===== src/rtl/chan_pwr_pkg.sv =====
// Shared types for the channel power sequencer.
// Assumes: levels are 2-bit codes; code 3 is never a valid level.
package chan_pwr_pkg;
    typedef enum logic [3:0] {
        ST_IDLE, ST_REG_UP, ST_PLL_UP, ST_TUNE, ST_WAIT_ANA,
        ST_ON, ST_FALL, ST_PLL_DN, ST_REG_DN
    } seq_st_t;

    typedef logic [1:0] lvl_t;

    localparam lvl_t LVL0 = 2'd0;
    localparam lvl_t LVL2 = 2'd2;
endpackage


===== src/rtl/chan_lvl_gate.sv =====
// Holds the rise-to-analog delay and the active level, and admits a level
// only when the held delay exceeds that level's extra start-up time.
// Assumes: wr_open is high only while the sequencer is idle and disabled.
module chan_lvl_gate
    import chan_pwr_pkg::*;
#(
    parameter int DW      = 8,
    parameter int T_UP1   = 10,
    parameter int T_UP2   = 20,
    parameter int DLY_RST = 30
) (
    input  logic          clk,
    input  logic          rst_n,
    input  logic          req_v,
    input  lvl_t          req_lvl,
    input  logic          wr,
    input  logic [DW-1:0] wr_val,
    input  logic          wr_open,
    output logic [DW-1:0] dly_q,
    output lvl_t          lvl_q,
    output logic          err_q
);
    logic [3:0] lvl_ok;
    logic       accept;

    // Per-code admission against the currently held delay
    for (genvar g = 0; g < 4; g++) begin : g_ok
        if (g == 0) begin : g_free
            assign lvl_ok[g] = 1'b1;
        end else if (g == 3) begin : g_bad
            assign lvl_ok[g] = 1'b0;
        end else begin : g_chk
            assign lvl_ok[g] = dly_q > DW'(g == 1 ? T_UP1 : T_UP2);
        end
    end

    assign accept = lvl_ok[req_lvl];

    // Delay register, writable only through the open window
    always_ff @(posedge clk) begin
        if (!rst_n)               dly_q <= DW'(DLY_RST);
        else if (wr && wr_open)   dly_q <= wr_val;
    end

    // Active level and sticky rejection flag
    always_ff @(posedge clk) begin
        if (!rst_n) begin
            lvl_q <= LVL0;
            err_q <= 1'b0;
        end else if (req_v) begin
            if (accept) lvl_q <= req_lvl;
            else        err_q <= 1'b1;
        end
    end
endmodule


===== src/rtl/chan_step_timer.sv =====
// Counts cycles inside one sequencer step and flags its end on a done
// strobe or when the limit is reached.
// Assumes: lim >= 1; restart pulses on every state change.
module chan_step_timer #(
    parameter int CW = 5
) (
    input  logic          clk,
    input  logic          rst_n,
    input  logic          restart,
    input  logic          done,
    input  logic [CW-1:0] lim,
    output logic          fire
);
    logic [CW-1:0] cnt;

    assign fire = done || (cnt >= lim - CW'(1));

    // Step cycle counter, held once the step has ended
    always_ff @(posedge clk) begin
        if (!rst_n)        cnt <= '0;
        else if (restart)  cnt <= '0;
        else if (!fire)    cnt <= cnt + CW'(1);
    end
endmodule


===== src/rtl/chan_pwr_seq.sv =====
// Channel power sequencer: restores supplies that are off at frame start,
// turns analog on after the programmed delay, and powers down by level at
// frame end. Assumes strobes are synchronous to clk.
module chan_pwr_seq
    import chan_pwr_pkg::*;
#(
    parameter int DW       = 8,
    parameter int T_UP1    = 10,
    parameter int T_UP2    = 20,
    parameter int DLY_RST  = 30,
    parameter int FALL_DLY = 4,
    parameter int DN_CYC   = 3,
    parameter int TMO      = 16
) (
    input  logic          clk,
    input  logic          rst_n,
    input  logic          ch_en,
    input  logic          lvl_req_valid,
    input  logic [1:0]    lvl_req,
    input  logic          dly_wr,
    input  logic [DW-1:0] dly_val,
    input  logic          tune_force,
    input  logic          reg_done,
    input  logic          pll_done,
    input  logic          tune_done,
    output logic          reg_on,
    output logic          pll_on,
    output logic          pll_tune,
    output logic          ana_on,
    output logic          seq_idle,
    output logic [1:0]    lvl_now,
    output logic          lvl_reject
);
    localparam int CW = $clog2(TMO + FALL_DLY + DN_CYC + 1);

    seq_st_t       st, st_n;
    lvl_t          frm_lvl;
    logic [DW-1:0] dly_q;
    logic [DW-1:0] rise_cnt;
    logic [CW-1:0] step_lim;
    logic          step_done, fire;

    assign seq_idle = (st == ST_IDLE);
    assign pll_tune = (st == ST_TUNE);

    chan_lvl_gate #(.DW(DW), .T_UP1(T_UP1), .T_UP2(T_UP2), .DLY_RST(DLY_RST)) u_gate (
        .clk(clk), .rst_n(rst_n), .req_v(lvl_req_valid), .req_lvl(lvl_req),
        .wr(dly_wr), .wr_val(dly_val), .wr_open(seq_idle && !ch_en),
        .dly_q(dly_q), .lvl_q(lvl_now), .err_q(lvl_reject)
    );

    chan_step_timer #(.CW(CW)) u_timer (
        .clk(clk), .rst_n(rst_n), .restart(st_n != st), .done(step_done),
        .lim(step_lim), .fire(fire)
    );

    // Pick the strobe and the limit of the current step
    always_comb begin
        step_done = 1'b0;
        step_lim  = CW'(TMO);
        case (st)
            ST_REG_UP:           step_done = reg_done;
            ST_PLL_UP:           step_done = pll_done;
            ST_TUNE:             step_done = tune_done;
            ST_FALL:             step_lim  = CW'(FALL_DLY);
            ST_PLL_DN, ST_REG_DN: step_lim = CW'(DN_CYC);
            default:             step_lim  = CW'(TMO);
        endcase
    end

    // Next-state decision
    always_comb begin
        st_n = st;
        case (st)
            ST_IDLE: if (ch_en) begin
                if (!reg_on)         st_n = ST_REG_UP;
                else if (!pll_on)    st_n = ST_PLL_UP;
                else if (tune_force) st_n = ST_TUNE;
                else                 st_n = ST_WAIT_ANA;
            end
            ST_REG_UP:   if (!ch_en) st_n = ST_FALL; else if (fire) st_n = ST_PLL_UP;
            ST_PLL_UP:   if (!ch_en) st_n = ST_FALL; else if (fire) st_n = ST_TUNE;
            ST_TUNE:     if (!ch_en) st_n = ST_FALL; else if (fire) st_n = ST_WAIT_ANA;
            ST_WAIT_ANA: if (!ch_en) st_n = ST_FALL; else if (rise_cnt >= dly_q) st_n = ST_ON;
            ST_ON:       if (!ch_en) st_n = ST_FALL;
            ST_FALL:     if (fire) st_n = (frm_lvl != LVL0) ? ST_PLL_DN : ST_IDLE;
            ST_PLL_DN:   if (fire) st_n = (frm_lvl == LVL2) ? ST_REG_DN : ST_IDLE;
            ST_REG_DN:   if (fire) st_n = ST_IDLE;
            default:     st_n = ST_IDLE;
        endcase
    end

    // State register and frame-level latch at frame start
    always_ff @(posedge clk) begin
        if (!rst_n) begin
            st      <= ST_IDLE;
            frm_lvl <= LVL0;
        end else begin
            st <= st_n;
            if (seq_idle && st_n != ST_IDLE) frm_lvl <= lvl_now;
        end
    end

    // Cycles since the enable was taken, saturating
    always_ff @(posedge clk) begin
        if (!rst_n || seq_idle) rise_cnt <= DW'(1);
        else if (rise_cnt != '1) rise_cnt <= rise_cnt + DW'(1);
    end

    // Supply and analog enables, switched on step boundaries
    always_ff @(posedge clk) begin
        if (!rst_n) begin
            reg_on <= 1'b1;
            pll_on <= 1'b1;
            ana_on <= 1'b0;
        end else begin
            if (st_n == ST_REG_UP && st != ST_REG_UP)      reg_on <= 1'b1;
            else if (st == ST_REG_DN && st_n != ST_REG_DN) reg_on <= 1'b0;
            if (st_n == ST_PLL_UP && st != ST_PLL_UP)      pll_on <= 1'b1;
            else if (st == ST_PLL_DN && st_n != ST_PLL_DN) pll_on <= 1'b0;
            if (st == ST_WAIT_ANA && st_n == ST_ON)        ana_on <= 1'b1;
            else if (st == ST_FALL && st_n != ST_FALL)     ana_on <= 1'b0;
        end
    end
endmodule


===== config.mk =====
export PLATFORM = sky130hd
export DESIGN_NAME = chan_pwr_seq
export DESIGN_NICKNAME = d
export VERILOG_FILES = /design/src/rtl/chan_pwr_pkg.sv /design/src/rtl/chan_lvl_gate.sv /design/src/rtl/chan_step_timer.sv /design/src/rtl/chan_pwr_seq.sv
export SDC_FILE = /design/constraint.sdc
export NUM_CORES = 1
export LEC_CHECK = 0
export BUFFER_PORTS_ARGS = -buffer_cell sky130_fd_sc_hd__buf_2
export CELL_PAD_IN_SITES_DETAIL_PLACEMENT = 0
export CELL_PAD_IN_SITES_GLOBAL_PLACEMENT = 1
export CORE_MARGIN = 2
export CORE_UTILIZATION = 28
export CTS_CLUSTER_SIZE = 25
export DETAILED_ROUTE_END_ITERATION = 6
export GPL_TIMING_DRIVEN = 0
export PLACE_DENSITY = 0.66
export SETUP_SLACK_MARGIN = 0.3
export SYNTH_ARGS = -nofsm -noshare
export SYNTH_HDL_FRONTEND = slang
export SYNTH_SLANG_ARGS = --single-unit
export TNS_END_PERCENT = 50

===== constraint.sdc =====
create_clock -name clk -period 6.7 [get_ports clk]
set_input_delay 0.335 -clock clk [delete_from_list [all_inputs] [get_ports clk]]
set_output_delay 0.335 -clock clk [all_outputs]
set_load 0.005 [all_outputs]

==> impl_metrics.ini, run 1 <==
[sta]
slew_violations = 0
finalClockSkew_ps = 8.42
slew_headroom = 0.555
fin_crit_sh = 0.620
layout_setup_ws_ps = 2550
fmax_ghz = 0.241
tightest_slew_ps = 666
finalSetupViolCount = 0
fin_crit_ps = 4150
hold_viol = 0
fin_tns_setup_ps = 0
rsz0062_at_grt = no
hold_ws_ps = 259

[setup_path]
slowest_stage = a211oi_2
worst-path-buf-inv = 1
cp_max_fo = 10
r2r_slack_ps = 2550
worstPathCellList = clkbuf_1 -> nor3_1 -> a21oi_1 -> ha_1 -> xnor2_1 -> ha_1 -> a21oi_1 -> o21ai_2 -> a211oi_2 -> o21ai_0 -> a221o_1 -> a2111o_1 -> a21oi_1
cpMostUsedCell = a21oi_1
r2r-end = u_timer.cnt[1]
crit_path_start_kind = flip-flop
cp.required_ps = 6920
reg2regPathDepth = 13
crit_path_end_kind = flip-flop
r2r-start = st[0]
path_class = flip-flop to flip-flop
slowest_delay_ps = 550
crit_family = compound AO/OA/AOI/OAI gates
crit_arrival_ps = 4370

[place]
dp_hpwl_um = 3960
place.gp.congestion = 0.911
port_buffers = 26
placed_cells = 385
pre_cts_slack_ps = 2500

[synth]
synth.avg_cell_area_um2 = 8.20
syn_inst = 260
yosys_warnings = 0
seq_area_frac_synth = 0.310
synth_nets = 295
synthDominantCellAreaShare = 0.310
synth_xor_area_frac = 0.0246
synth.distinct_cells = 53
synthSimpleGateAreaFrac = 0.241
synthArstFlopShare = 0
synth_top_family_by_area = simple AND/OR/NAND/NOR gates
synthAdderAreaFrac = 0.0939
synth_top_cell_by_area = dfxtp_1
synth_area_um2 = 2130
ys_ff_latch = 33
synth.mux.area_fraction = 0.0710
synth_flop_cell = dfxtp_1
ys_top_cells_by_area = dfxtp_1 31%, ha_1 9.4%, mux2i_1 6.6%, nor2_1 5.5%, nand2_1 4.2%
synth_compound_area_frac = 0.215
synth_edf_count = 0

[grt]
track_usage = 0.129
grt_util_met1 = 0.173
grt_first_pass_wirelength_um = 8800
grt_pass1_vias = 1857
overflow = 0
use_met2 = 0.204
grtUsageMet3 = 0.0290
antenna_found_initial = 0
grt_max_degree = 11
top_usage_layer = met2

[power_and_ir_drop]
finalPower_mw = 0.836
vdd_drop_max_mv = 0.117
leakage_nw = 1.12
pwr_density_cell_nw_per_um2 = 339

[min_path]
min_to = u_gate.dly_q[2]
hold_class = primary input to flip-flop
worstHoldStart = dly_val[2]
holdPathStages = 3

[floorplanning]
die-area_um2 = 8330
die_x_um = 91.3
io_pins = 27
num_rows = 31
core_um2 = 7330
initial_core_util = 0.291
die_h_um = 91.3

[finish]
n_fill_cell = 784
nets = 328
diodes = 0
drive_gt1_frac = 0.153
syn2layout_area_growth_pct = 15.7
instances_no_fill = 393

[detailed_routing]
wl_um = 5140
drc = 0
vias = 1929
wl_per_cell_um = 13.1
drt_iter0_drc = 56
drtPass1Iterations = 4
drt.antenna.violating_nets = 0
vias_per_cell = 4.91

[clocking]
holdBufCountCts = 0
ctsLongestPathBuffers = 2
cts_buffers = 5
cts_setup_buffers = 0
path_clk_slew_ps = 70
worstSkewPairLatency_ps = 280
clock_sinks = 33
h-tree-depth = 2
cts_tree = done
clockRootBuffer = clkbuf_8
cts_resized = 0

[flow_run]
maxCapViolCount = 0

[status]
status = finished, final reports clean
synthesized netlist by cell type, types with 2 or more instances:
| cell type | n |
|---|---|
| nor4bb_1 | 3 |
| nand2b_1 | 3 |
| o211ai_1 | 3 |
| nor2_1 | 31 |
| nand3_1 | 7 |
| buf_2 | 2 |
| mux2i_1 | 14 |
| a32o_1 | 2 |
| nand4_1 | 4 |
| a21o_1 | 3 |
| a22oi_1 | 3 |
| ha_1 | 16 |
| nor3_1 | 7 |
| nand2_1 | 24 |
| xor2_1 | 3 |
| o21ai_0 | 15 |
| inv_1 | 15 |
| xnor2_1 | 3 |
| nand3b_1 | 2 |
| and2_1 | 3 |
| a21oi_1 | 11 |
| o221ai_1 | 2 |
| nor2b_1 | 6 |
| and3_1 | 5 |
| or2_2 | 2 |
| dfxtp_1 | 33 |
| clkbuf_1 | 8 |
| a21boi_0 | 2 |
| a31oi_1 | 3 |
| o21ba_2 | 2 |
worst max-delay path by stage:
stage | from | endpoint | slack (ps) | depth (start not counted)
after floorplan | st[1] | u_timer.cnt[1] | 3180 | 13
after global placement | st[0] | u_timer.cnt[1] | 2510 | 13
after detailed placement | st[0] | u_timer.cnt[1] | 2500 | 13
after CTS | st[0] | u_timer.cnt[1] | 2490 | 13
after global routing | st[0] | u_timer.cnt[1] | 2100 | 13
final | st[0] | u_timer.cnt[1] | 2550 | 13
metal layers:
layer / share of wire / vias up
met3: 0.046 / 10
met2: 0.45 / 45
met1: 0.49 / 871
met4: 0.017 / 0
li1: - / 1003
met5: 0 / -
logic make-up after synthesis:
logic type                 count (synthesis)
and+or+nand+nor                          102
AOI/OAI and AO/OA                         63
DFF                                       33
buffers and inverters                     25
adders and majority gates                 16
muxes                                     15
xor gates and xnor gates                   6
sequential cells by signal, indices dropped and copies added (netlist names):
register	count
pll_on	1
u_gate.dly_q	8
u_gate.lvl_q	2
rise_cnt	8
reg_on	1
u_gate.err_q	1
u_timer.cnt	5
ana_on	1
frm_lvl	2
st	4
cells in the final DEF, fill, tap and decap left out, types with 2 or more instances in the layout:
master / count
o21ba_2: 2
a31oi_1: 3
xnor2_1: 3
o221ai_1: 2
a21boi_0: 2
nor3_1: 7
nor2b_1: 6
ha_1: 16
nand3_1: 7
dfxtp_1: 33
nand3b_1: 2
or2_2: 2
buf_2: 28
a22oi_1: 3
clkbuf_1: 11
a32o_1: 2
nand2b_1: 3
nor4bb_1: 3
and2_1: 3
a21o_1: 3
xor2_1: 3
clkbuf_8: 5
nand2_1: 24
o211ai_1: 3
nand4_1: 4
and3_1: 5
o21ai_0: 15
a21oi_1: 11
nor2_1: 31
inv_1: 15
mux2i_1: 14
power breakdown:
group	internal, mW	switching (mW)
clock network	0.0738	0.0704
registers	0.226	0.0310
logic	0.179	0.255
total	0.479	0.357
area by class of cell:
| type | instances | area [µm²] | area share |
|---|---|---|---|
| timing repair buffer | 26 | 130 | 0.0528 |
| clock buffer | 8 | 80.1 | 0.0325 |
| buffer | 10 | 40.0 | 0.0162 |
| multi-input combinational | 202 | 1380 | 0.558 |
| tap | 99 | 124 | 0.0502 |
| sequential | 33 | 661 | 0.268 |
| inverter | 15 | 56.3 | 0.0228 |
through the flow:
stage / utilization / cell area, µm²
floorplan: - / 2130
finish: 0.336 / 2470
detailed placement: 0.325 / 2390
global route: 0.336 / 2470
global placement: 0.325 / 2390
CTS: 0.336 / 2470
worst reg2reg max path, stage by stage (launching register included):
cell,delay (ps)
dfxtp_1,420
clkbuf_1,280
nor3_1,520
a21oi_1,190
ha_1,260
xnor2_1,180
ha_1,260
a21oi_1,190
o21ai_2,120
a211oi_2,550
o21ai_0,190
a221o_1,370
a2111o_1,440
a21oi_1,130
Power figures use the tool's default switching activity.
==> run 2: changes to the inputs <==
==> constraint.sdc (replaced) <==
create_clock -name clk -period 3.99 [get_ports clk]
set_input_delay 0.1995 -clock clk [delete_from_list [all_inputs] [get_ports clk]]
set_output_delay 0.1995 -clock clk [all_outputs]
set_load 0.005 [all_outputs]
==> run 2 against run 1 <==
  * Global-route usage increased by 0.28 points
  * Critical path depth increased by 1
  * Via count increased by 2.5%
  * Register-to-register slack got worse by 2100 ps
  * Clock power increased by 67%
  * Routed wire length increased by 3.1%
  * Fmax increased by 18%
  * Hold slack got worse by 140 ps
  * First-iteration DRC count increased by 57%
  * Combinational power increased by 96%
  * Clock skew decreased by 2.2 ps
  * Die area unchanged
  * Largest cell class unchanged
==> impl_metrics.ini, run 2 (same netlist as run 1, synthesis figures left out) <==
[floorplanning]
die_x_um = 91.3
core_um2 = 7330
die_h_um = 91.3
initial_core_util = 0.291
die-area_um2 = 8330
num_rows = 31
io_pins = 27

[detailed_routing]
vias = 1977
drtPass1Iterations = 4
drc = 0
wl_per_cell_um = 13.3
vias_per_cell = 4.95
drt_iter0_drc = 88
drt.antenna.violating_nets = 0
wl_um = 5300

[clocking]
ctsLongestPathBuffers = 2
clockRootBuffer = clkbuf_8
clock_sinks = 33
cts_tree = done
h-tree-depth = 2
path_clk_slew_ps = 70
worstSkewPairLatency_ps = 280
cts_buffers = 5

[min_path]
hold_class = primary input to flip-flop

[finish]
n_fill_cell = 775
nets = 334
final_cell_mix = 31 x nor2_1, 31 x dfxtp_1, 27 x buf_2, 24 x nand2_1
largestRegisters = rise_cnt x8, u_gate.dly_q x8, u_timer.cnt x5
diodes = 0
postLayoutCellArea_um2 = 2620
syn2layout_area_growth_pct = 22.7
drive_gt1_frac = 0.220

[grt]
grt_first_pass_wirelength_um = 8980
grt_max_degree = 11
grt_pass1_vias = 1883
overflow = 0
antenna_found_initial = 0
track_usage = 0.132

[place]
port_buffers = 26
dp_hpwl_um = 3960
place.gp.congestion = 0.911
postPlaceCellArea_um2 = 2390

[power_and_ir_drop]
vdd_drop_max_mv = 0.198
leakage_nw = 1.18
pwr_density_cell_nw_per_um2 = 585

[sta]
tightest_slew_ps = 673
fin_crit_sh = 0.884
hold_viol = 0
rsz0062_at_grt = no
fmax_ghz = 0.284
slew_headroom = 0.547
finalClockSkew_ps = 6.23
slew_violations = 0
fin_tns_setup_ps = 0
fin_crit_ps = 3530
finalSetupViolCount = 0

[setup_path]
crit_path_end_kind = flip-flop
crit_path_start_kind = flip-flop
cp_max_fo = 10
cp.required_ps = 4200
path_class = flip-flop to flip-flop
crit_arrival_ps = 3730

[flow_run]
maxCapViolCount = 0

[status]
status = finished, final reports clean
run 2: cell types whose count changed in the layout (fill, tap and decap cells not counted), sizes merged:
cell | before | now
buf | 28 | 35
clkbuf | 16 | 15
run 2: worst max-delay path, stage by stage (launching register included):
cell	delay, ps
dfxtp_2	360
clkbuf_4	210
nor3_4	220
a21oi_2	100
ha_2	220
xnor2_2	130
ha_1	310
a21oi_2	200
o21ai_4	120
a211o_4	360
buf_4	160
mux2_2	260
a21oi_1	380
o221ai_1	230
o211ai_1	200
run 2: final cells by class:
cell class / instances / area (µm²) / share of cell area
multi-input combinational: 202 / 1450 / 0.556
tap: 99 / 124 / 0.0473
clock buffer: 8 / 80.1 / 0.0306
inverter: 15 / 56.3 / 0.0215
timing repair buffer: 32 / 175 / 0.0670
sequential: 33 / 666 / 0.254
buffer: 10 / 61.3 / 0.0234
run 2: power by group:
group / leakage (nW) / total (mW) / switching [mW] / internal [mW]
registers: 0.270 / 0.437 / 0.0552 / 0.382
clock network: 0.0395 / 0.241 / 0.117 / 0.124
logic: 0.871 / 0.853 / 0.473 / 0.380
total: 1.18 / 1.53 / 0.645 / 0.886
run 2: metrics by stage:
step                hold WS, ps  total power [mW]  utilization  setup slack, ps  cells
finish                      124              1.53        0.357              464    399
floorplan                   325             0.976            -              470    260
CTS                         118              1.46        0.344              333    394
global route                143              1.66        0.357              285    399
global placement            411              1.17        0.325             -197    385
detailed placement          414              1.16        0.325             -210    385
run 2: repair_timing:
action                                  in CTS  in global routing
hold buffers                                 0                  0
endpoints found under the setup margin       9                  8
pin swaps                                    2                  9
setup buffers                                1                  5
gates resized for setup                     12                 20
run 2: path summary, 6_finish.rpt:
check	cells past startpoint	endpoint	start	slack [ps]
max	14	reg_on	st[2]	460
min	3	u_gate.dly_q[2]	dly_val[2]	120
max reg2reg	14	reg_on	st[2]	460
min reg2reg	2	u_gate.err_q	u_gate.err_q	470
run 2: metal layers:
| metal | track usage | wire, µm | up-vias | part of all wire |
|---|---|---|---|---|
| li1 | - | - | 1012 | - |
| met1 | 0.174 | 2500 | 894 | 0.47 |
| met2 | 0.204 | 2410 | 59 | 0.46 |
| met3 | 0.0349 | 288 | 12 | 0.054 |
| met4 | 0.0543 | 96 | 0 | 0.018 |
| met5 | 0 | 0 | - | 0 |
